File: src/rtl/lpm_pkg.sv
package lpm_pkg;
  typedef enum logic [2:0] {
    ST_RUN  = 3'd0,
    ST_IDLE = 3'd1,
    ST_STBY = 3'd2,
    ST_HALT = 3'd3,
    ST_WARM = 3'd4
  } lpm_state_e;

  // Sleep state chosen by the depth field at idle time.
  function automatic lpm_state_e depth_to_state(input logic [1:0] depth);
    if (depth[1])      return ST_HALT;
    else if (depth[0]) return ST_STBY;
    else               return ST_IDLE;
  endfunction

  // Number of consecutive low samples needed for a qualified wake.
  function automatic int unsigned qual_window(input int unsigned len);
    return len + 2;
  endfunction
endpackage

File: src/rtl/lpm_wake_select.sv
module lpm_wake_select #(
  parameter int N_GPIO = 32,
  localparam int SEL_W = (N_GPIO > 1) ? $clog2(N_GPIO) : 1
) (
  input  logic [N_GPIO-1:0] gpio_in,
  input  logic [SEL_W-1:0]  gpio_sel,
  output logic              sel_low
);
  logic [N_GPIO-1:0] hit;
  for (genvar g = 0; g < N_GPIO; g++) begin : g_line
    assign hit[g] = (gpio_sel == SEL_W'(g)) && !gpio_in[g];
  end
  assign sel_low = |hit;
endmodule

File: src/rtl/lpm_wake_qual.sv
module lpm_wake_qual
  import lpm_pkg::*;
#(
  parameter int QUAL_W = 6,
  localparam int CNT_W = QUAL_W + 1
) (
  input  logic              clk,
  input  logic              rst_n,
  input  logic              enable,
  input  logic              line_low,
  input  logic [QUAL_W-1:0] qual_len,
  output logic              qual_done
);
  logic [CNT_W-1:0] low_cnt;
  logic [CNT_W-1:0] last_idx;

  assign last_idx  = CNT_W'(qual_window(int'(qual_len)) - 1);
  assign qual_done = enable && line_low && (low_cnt == last_idx);

  always_ff @(posedge clk or negedge rst_n) begin
    if (!rst_n)                         low_cnt <= '0;
    else if (!enable || !line_low)      low_cnt <= '0;
    else if (low_cnt != last_idx)       low_cnt <= low_cnt + 1'b1;
  end
endmodule

File: src/rtl/lpm_wake_sources.sv
module lpm_wake_sources
  import lpm_pkg::*;
(
  input  lpm_state_e state,
  input  logic       wd_irq,
  input  logic       wd_wake_en,
  input  logic       irq_pending,
  input  logic       dbg_req,
  input  logic       sel_low,
  input  logic       qual_done,
  input  logic       osc_stable,
  output logic       idle_exit,
  output logic       stby_exit,
  output logic       halt_arm,
  output logic       warm_exit,
  output logic       warm_abort
);
  assign idle_exit  = (state == ST_IDLE) && (wd_irq || irq_pending);
  assign stby_exit  = (state == ST_STBY) && ((wd_irq && wd_wake_en) || qual_done || dbg_req);
  assign halt_arm   = (state == ST_HALT) && (sel_low || dbg_req);
  assign warm_exit  = (state == ST_WARM) && osc_stable && (dbg_req || qual_done);
  assign warm_abort = (state == ST_WARM) && osc_stable && !dbg_req && !sel_low;
endmodule

File: src/rtl/lpm_sequencer.sv
module lpm_sequencer
  import lpm_pkg::*;
#(
  parameter int N_GPIO = 32,
  parameter int QUAL_W = 6,
  localparam int SEL_W = (N_GPIO > 1) ? $clog2(N_GPIO) : 1
) (
  input  logic              clk,
  input  logic              rst_n,
  input  logic [1:0]        mode_sel,
  input  logic              idle_exec,
  input  logic              wd_wake_en,
  input  logic [QUAL_W-1:0] qual_len,
  input  logic [SEL_W-1:0]  gpio_sel,
  input  logic [N_GPIO-1:0] gpio_in,
  input  logic              wd_irq,
  input  logic              irq_pending,
  input  logic              dbg_req,
  input  logic              osc_stable,
  input  logic              int_mask,
  output logic [2:0]        lpm_state,
  output logic              cpu_clk_en,
  output logic              osc_en,
  output logic              wake_irq,
  output logic              wake_isr
);
  lpm_state_e state_q, state_d;
  logic sel_low, qual_done, qual_en;
  logic idle_exit, stby_exit, halt_arm, warm_exit, warm_abort;
  logic wake_evt;

  lpm_wake_select #(.N_GPIO(N_GPIO)) u_sel (
    .gpio_in(gpio_in), .gpio_sel(gpio_sel), .sel_low(sel_low)
  );

  assign qual_en = (state_q == ST_STBY) || ((state_q == ST_WARM) && osc_stable);

  lpm_wake_qual #(.QUAL_W(QUAL_W)) u_qual (
    .clk(clk), .rst_n(rst_n), .enable(qual_en), .line_low(sel_low),
    .qual_len(qual_len), .qual_done(qual_done)
  );

  lpm_wake_sources u_src (
    .state(state_q), .wd_irq(wd_irq), .wd_wake_en(wd_wake_en),
    .irq_pending(irq_pending), .dbg_req(dbg_req), .sel_low(sel_low),
    .qual_done(qual_done), .osc_stable(osc_stable),
    .idle_exit(idle_exit), .stby_exit(stby_exit), .halt_arm(halt_arm),
    .warm_exit(warm_exit), .warm_abort(warm_abort)
  );

  assign wake_evt = stby_exit || warm_exit;

  always_comb begin
    state_d = state_q;
    unique case (state_q)
      ST_RUN:  if (idle_exec) state_d = depth_to_state(mode_sel);
      ST_IDLE: if (idle_exit) state_d = ST_RUN;
      ST_STBY: if (stby_exit) state_d = ST_RUN;
      ST_HALT: if (halt_arm)  state_d = ST_WARM;
      ST_WARM: begin
        if (warm_exit)       state_d = ST_RUN;
        else if (warm_abort) state_d = ST_HALT;
      end
      default: state_d = ST_RUN;
    endcase
  end

  // Clock enables are decoded from the next state and registered.
  always_ff @(posedge clk or negedge rst_n) begin
    if (!rst_n) begin
      state_q    <= ST_RUN;
      cpu_clk_en <= 1'b1;
      osc_en     <= 1'b1;
      wake_irq   <= 1'b0;
      wake_isr   <= 1'b0;
    end else begin
      state_q    <= state_d;
      cpu_clk_en <= (state_d == ST_RUN) || (state_d == ST_IDLE);
      osc_en     <= (state_d != ST_HALT);
      wake_irq   <= wake_evt;
      wake_isr   <= stby_exit || (warm_exit && !int_mask);
    end
  end

  assign lpm_state = state_q;
endmodule

File: config.mk
export PLATFORM = sky130hd
export DESIGN_NAME = lpm_sequencer
export DESIGN_NICKNAME = d
export VERILOG_FILES = /design/src/rtl/lpm_pkg.sv /design/src/rtl/lpm_wake_select.sv /design/src/rtl/lpm_wake_qual.sv /design/src/rtl/lpm_wake_sources.sv /design/src/rtl/lpm_sequencer.sv
export SDC_FILE = /design/constraint.sdc
export NUM_CORES = 1
export LEC_CHECK = 0
export BUFFER_PORTS_ARGS = -buffer_cell sky130_fd_sc_hd__buf_4
export CAP_MARGIN = 20
export CORE_MARGIN = 2
export CORE_UTILIZATION = 50
export DETAILED_ROUTE_END_ITERATION = 7
export PLACE_DENSITY = 0.9
export RECOVER_POWER = 25
export SKIP_CTS_REPAIR_TIMING = 1
export SYNTH_ARGS = -nofsm -noshare
export SYNTH_HDL_FRONTEND = slang
export SYNTH_SLANG_ARGS = --single-unit
export TNS_END_PERCENT = 5
File: constraint.sdc
create_clock -name clk -period 5.2 [get_ports clk]
set_input_delay 0.26 -clock clk [delete_from_list [all_inputs] [get_ports clk]]
set_output_delay 0.26 -clock clk [all_outputs]
set_load 0.02 [all_outputs]
== After elaboration in Yosys (flattened, before gate mapping) ==
Index checks and enable logic that the tools add are counted.
Operators by class
  $add $sub $neg: 3
  eq/ne operators: 39
  muxes and demuxes: 11
  reductions and logical operators: 94
Operators with widths (count)
  $eq 5x5->1 const B: 16
  $logic_and 1x1->1: 43
  $eq 5x4->1 const B: 8
  $logic_not 1->1: 36
  $reduce_or 32->1: 1
  $eq 5x3->1 const B: 4
  $mux 3: 6
  $pmux 3 s5: 1
  $mux 7: 2
  $eq 5x2->1 const B: 2
  $logic_or 1x1->1: 10
  $add 6x2->7 const B: 1
  $add 7x1->7 const B: 1
  $eq 7x7->1: 1
  $ne 7x7->1: 1
  $sub 7x1->7 const B: 1
  $eq 3x1->1 const B: 2
  $eq 3x2->1 const B: 2
  $logic_not 3->1: 2
  $eq 5x1->1 const B: 1
  $logic_not 5->1: 1
  $mux 2: 2
  $eq 3x3->1 const B: 1
  $ne 3x2->1 const B: 1
  $reduce_bool 2->1: 1
Storage, ports and cells
  register bits after elaboration: 14
  bits of input ports: 54
  logic and storage cells: 153

== Depth between registers and ports, before layout ==
  word-level depth: 12
  gate-level depth with buffers: 9
  depth with buffers taken out: 8

== Modules after synthesis ==
Synthesis repeated with hierarchy kept, for this count alone.
Unflattened totals
  cells, all modules: 160
  area, all modules: 1418.9 µm²
Modules (own cells, without submodules)
  lpm_wake_qual: instances 1, cells an instance 65, area an instance 649.4 µm², sequential area each 175.2 µm²
  lpm_wake_select: instances 1, cells an instance 51, area an instance 350.3 µm², sequential area each 0.0 µm²
  lpm_sequencer: instances 1, cells an instance 33, area an instance 347.8 µm², sequential area each 177.7 µm²
  lpm_wake_sources: instances 1, cells an instance 11, area an instance 71.3 µm², sequential area each 0.0 µm²

== Worst setup path before layout ==
OpenSTA, ideal clock, no wires.
  path kind: in2reg
  start point: input qual_len[0]
  end point: register cpu_clk_en
  arrival: 1992 ps
  slack: 3133 ps
  cell stages on the path: 8
  cell sequence: ha_1 -> xor2_1 -> a211o_1 -> a211oi_2 -> o311ai_4 -> o31ai_4 -> o211ai_2 -> nor3b_2
Between the ends
  word-level cells in the longest chain between the ends: 11
  elaborated cells between the ends (all ways): 15
  classes of those cells: add/sub: 2; eq/ne: 2; mux: 3; reduce/logical: 8
RTL lines
  start: declaration: line lpm_sequencer.sv:13  | input logic [QUAL_W-1:0] qual_len,
  $add 6x2->7 *: line lpm_pkg.sv:19  | return len + 2;
  $sub 7x1->7 *: line lpm_wake_qual.sv:17  | assign last_idx = CNT_W'(qual_window(int'(qual_len)) - 1);
  $eq 7x7->1 *: line lpm_wake_qual.sv:18  | assign qual_done = enable && line_low && (low_cnt == last_idx);
  $logic_and 1x1->1 *: line lpm_wake_qual.sv:18
  $logic_or 1x1->1 (2 in a row): line lpm_wake_sources.sv:19  | assign stby_exit = (state == ST_STBY) && ((wd_irq && wd_wake_en) || qual_done || dbg_req);
  $logic_and 1x1->1: line lpm_wake_sources.sv:19
  $mux 3: line lpm_sequencer.sv:58  | ST_STBY: if (stby_exit) state_d = ST_RUN;
  $pmux 3 s5 *: line lpm_sequencer.sv:55  | unique case (state_q)
  named net state_d[1]: line lpm_sequencer.sv:27  | lpm_state_e state_q, state_d;
  $eq 3x1->1 / $logic_not 3->1 (equally long branches): line lpm_sequencer.sv:78  | cpu_clk_en <= (state_d == ST_RUN) || (state_d == ST_IDLE);
  $logic_or 1x1->1 *: line lpm_sequencer.sv:78
  end signal: assignment: line lpm_sequencer.sv:78
  end: declaration: line lpm_sequencer.sv:22  | output logic cpu_clk_en,
The timed path passes the listed nets; every way through them passes the cells marked *.
A chain may end at the register's enable or synchronous reset.

== Worst setup path in the final report ==
  start point: register u_qual.low_cnt[4]
  end point: register cpu_clk_en
Between the ends
  word-level cells in the longest chain between the ends: 9
  elaborated cells between the ends (all ways): 13
  classes of those cells: eq/ne: 2; mux: 3; reduce/logical: 8
RTL lines
  start: declaration: line lpm_wake_qual.sv:14  | logic [CNT_W-1:0] low_cnt;
  start signal: assignment: line lpm_wake_qual.sv:23  | else if (low_cnt != last_idx) low_cnt <= low_cnt + 1'b1;
  $eq 7x7->1 *: line lpm_wake_qual.sv:18
  $logic_and 1x1->1 *: line lpm_wake_qual.sv:18
  $logic_or 1x1->1 (2 in a row): line lpm_wake_sources.sv:19
  $logic_and 1x1->1: line lpm_wake_sources.sv:19
  $mux 3: line lpm_sequencer.sv:58
  $pmux 3 s5 *: line lpm_sequencer.sv:55
  named net state_d[1]: line lpm_sequencer.sv:27
  $eq 3x1->1 / $logic_not 3->1 (equally long branches): line lpm_sequencer.sv:78
  $logic_or 1x1->1 *: line lpm_sequencer.sv:78
Marked as above.

==> flow_summary_export.csv <==
group,metric,value,unit
drt,drcViolationCount,0,
clocking,clock-root-buffer,"clkbuf_4",
clocking,tritoncts,"built",
die,rows,19,
critical_path,crit_arrival,2.34,ns
die,die-area,3191,um2
critical_path,crit_chain,"xor2_1, a211o_1, a211oi_2, o311ai_4, o31ai_4, o211ai_2, nor3b_2",
sta,maxSlewHeadroom,51.95,%
logic_synthesis,yosysWarnings,0,
critical_path,cp.required,5.41,ns
global_routing,first_global_vias,1304,
drt,wl,3265,um
sta,fmax,469.4,MHz
sta,rsz0062_at_grt,"no",
critical_path,cp-start-kind,"flop",
placed_design,dp_hpwl,2600,um
global_routing,grtUsageTotal,21.13,%
placed_design,gp_congestion,0.8741,
die,start_util,51.28,%
cells_and_area,syn2layout_area_growth,35.51,%
drt,vias_per_cell,5.768,
global_routing,grt_max_degree,22,
die,core,2686,um2
clocking,htree_num_levels,1,
drt,ant_nets,0,
die,dieHeight,56.49,um
critical_path,cpMaxStageDelayCell,"dfrtp_1",
pwr,vdd_drop_max,0.0002299,V
sta,period_needed,2.130,ns
sta,clock_skew,0.004291,ns
logic_synthesis,synth_edf_count,0,
logic_synthesis,ys_ff_latch,14,
outcome,status,"completed",
sta,hold_ws,0.1350,ns
logic_synthesis,synth_top_area_share,21.80,%
clocking,numCtsBuffers,3,
sta,tightest_slew,0.7207,ns
run,drv_cap,0,
die,die_w,56.49,um
drt,num_vias,1442,
cells_and_area,fin_nets,276,
clocking,clock_path_buffers,2,
drt,drt_iter0_markers,44,
critical_path,r2r_slack,3.07,ns
placed_design,port_buffers,60,
logic_synthesis,async_flop_share,100.0,%
drt,post_drt_wl_per_cell,13.06,um
sta,post-route-period-util,40.97,%
critical_path,max_stage_delay,0.44,ns
cells_and_area,antenna_cells,0,
cells_and_area,drive_gt1_share,34.25,%
die,io_pins,61,
critical_path,cp-end-kind,"flop",
clocking,clk-insertion-delay-late,0.29,ns
pwr,p_leak,0.8395,nW
global_routing,grt_pass1_wl,5430,um
global_routing,overflow,0,
critical_path,critPathKind,"reg2reg",
logic_synthesis,synth_area_per_cell,8.451,um2
logic_synthesis,synth.area.top_cells,"dfrtp_1, mux2i_1, xor2_1, dfstp_2, nand2_1",
global_routing,antenna_found_initial,0,
logic_synthesis,yosys_most_used_dff,"dfrtp_1",
sta,drv_slew,0,
sta,report.final.setup_viol,0,
sta,fin_setup_tns,0,ns
logic_synthesis,yosysUniqueCellTypes,47,
logic_synthesis,synth.yosys.seq_area_share,25.61,%
logic_synthesis,syn-cell-area,1378,um2
logic_synthesis,yosysTopAreaCell,"dfrtp_1",
hold_path,worstHoldPathType,"in2reg",
logic_synthesis,netlist_instances,163,
cells_and_area,final_util,69.49,%
drt,drt-pass1-iter-count,4,
pwr,power.density,247.4,nW/um2
clocking,cts_sinks,14,
logic_synthesis,syn_nets,219,
critical_path,crit_path_max_fanout,8,
clocking,clkTransAtPathRegs,0.08,ns
sta,hold_viol,0,
-- layer usage --
metal  wire length, um  GRT usage, %  vias up
met3               171         4.378        7
met2              1630         35.05       48
met5                 0             0        -
li1                  -             -      727
met4                61         9.864        0
met1              1402         26.01      660
-- critical path: cells and delay by family, from the launching register on --
family / cells / cell delay [ns]
AOI/OAI and AO/OA: 5 / 1.21
DFF: 1 / 0.44
and+or+nand+nor: 1 / 0.20
xor gates and xnor gates: 1 / 0.21
-- layout make-up --
cell class                 count  area (um2)
inverter                       6       22.52
fill                         219       819.5
multi-input combinational    134       959.7
tap                           31       38.79
sequential                    14       352.8
timing repair buffer          61       456.7
clock buffer                   4       36.28
-- cells in the final DEF, fill, tap and decap left out, types with 4 or more instances in the layout --
cell / netlist / layout
nand3_1: 6 / 6
nor4b_1: 4 / 4
buf_4: 0 / 59
a21oi_1: 5 / 5
inv_1: 6 / 6
nor2b_1: 4 / 4
xor2_1: 8 / 8
nand2_1: 12 / 12
nor3_1: 6 / 6
nand4_1: 7 / 7
mux2i_1: 10 / 10
nor2_1: 12 / 12
o21ai_0: 7 / 7
nor3b_1: 5 / 5
dfrtp_1: 12 / 12
-- cells by family after synthesis --
logic type | share of synthesized area, %
AO/OA/AOI/OAI | 22.07
XOR/XNOR | 6.358
adder cells (fa/ha/maj) | 1.816
buffers and inverters | 4.723
flip-flops | 25.61
multiplexers | 7.266
AND/OR/NAND/NOR | 32.15
-- final timing paths --
kind | startpoint | to | cells after the start
setup / recovery | u_qual.low_cnt[4] | cpu_clk_en | 7
setup reg to reg | u_qual.low_cnt[4] | cpu_clk_en | 7
hold reg to reg | u_qual.low_cnt[4] | u_qual.low_cnt[4] | 2
hold / removal | int_mask | wake_isr | 2
max in group asynchronous | rst_n | lpm_state[2] | 2
min in group asynchronous | rst_n | lpm_state[0] | 2
-- state kept, by name, indices dropped and copies added (netlist names) --
signal and flops:
u_qual.low_cnt 7, lpm_state 3, cpu_clk_en 1, osc_en 1, wake_irq 1, wake_isr 1
-- stage by stage --
step / total power [mW] / cell area, um2 / cells / worst slack, ns
global route: 0.4926 / 1867 / 250 / 2.973
finish: 0.4619 / 1867 / 250 / 3.070
global placement: 0.3773 / 1824 / 245 / 2.918
CTS: 0.4619 / 1861 / 249 / 3.076
floorplan: 0.2935 / 1378 / 163 / 3.133
detailed placement: 0.3829 / 1824 / 245 / 2.858
-- cell usage after synthesis, drive strengths merged, types with 2 or more instances --
cell type and number:
ha 2, a21oi 6, a211oi 2, o22ai 3
buf 7, and3b 2, dfstp 2, nor3 6
o21a 3, mux2i 10, nor2b 4, o2111ai 3
inv 6, clkbuf 2, nand2b 3, dfrtp 12
nand2 12, nand3 6, and3 2, a31oi 3
o21ai 7, xor2 8, nor4bb 3, and2 3
o31ai 2, nor4b 4, o221ai 2, nor3b 6
nand4 7, nor2 12, xnor2 2
-- where the power goes --
part | switching (mW) | internal, mW | total, mW
Sequential | 0.0246 | 0.136 | 0.161
Combinational | 0.117 | 0.105 | 0.222
Clock | 0.0364 | 0.0427 | 0.0790
No activity file was read; power rests on OpenSTA's default activity.
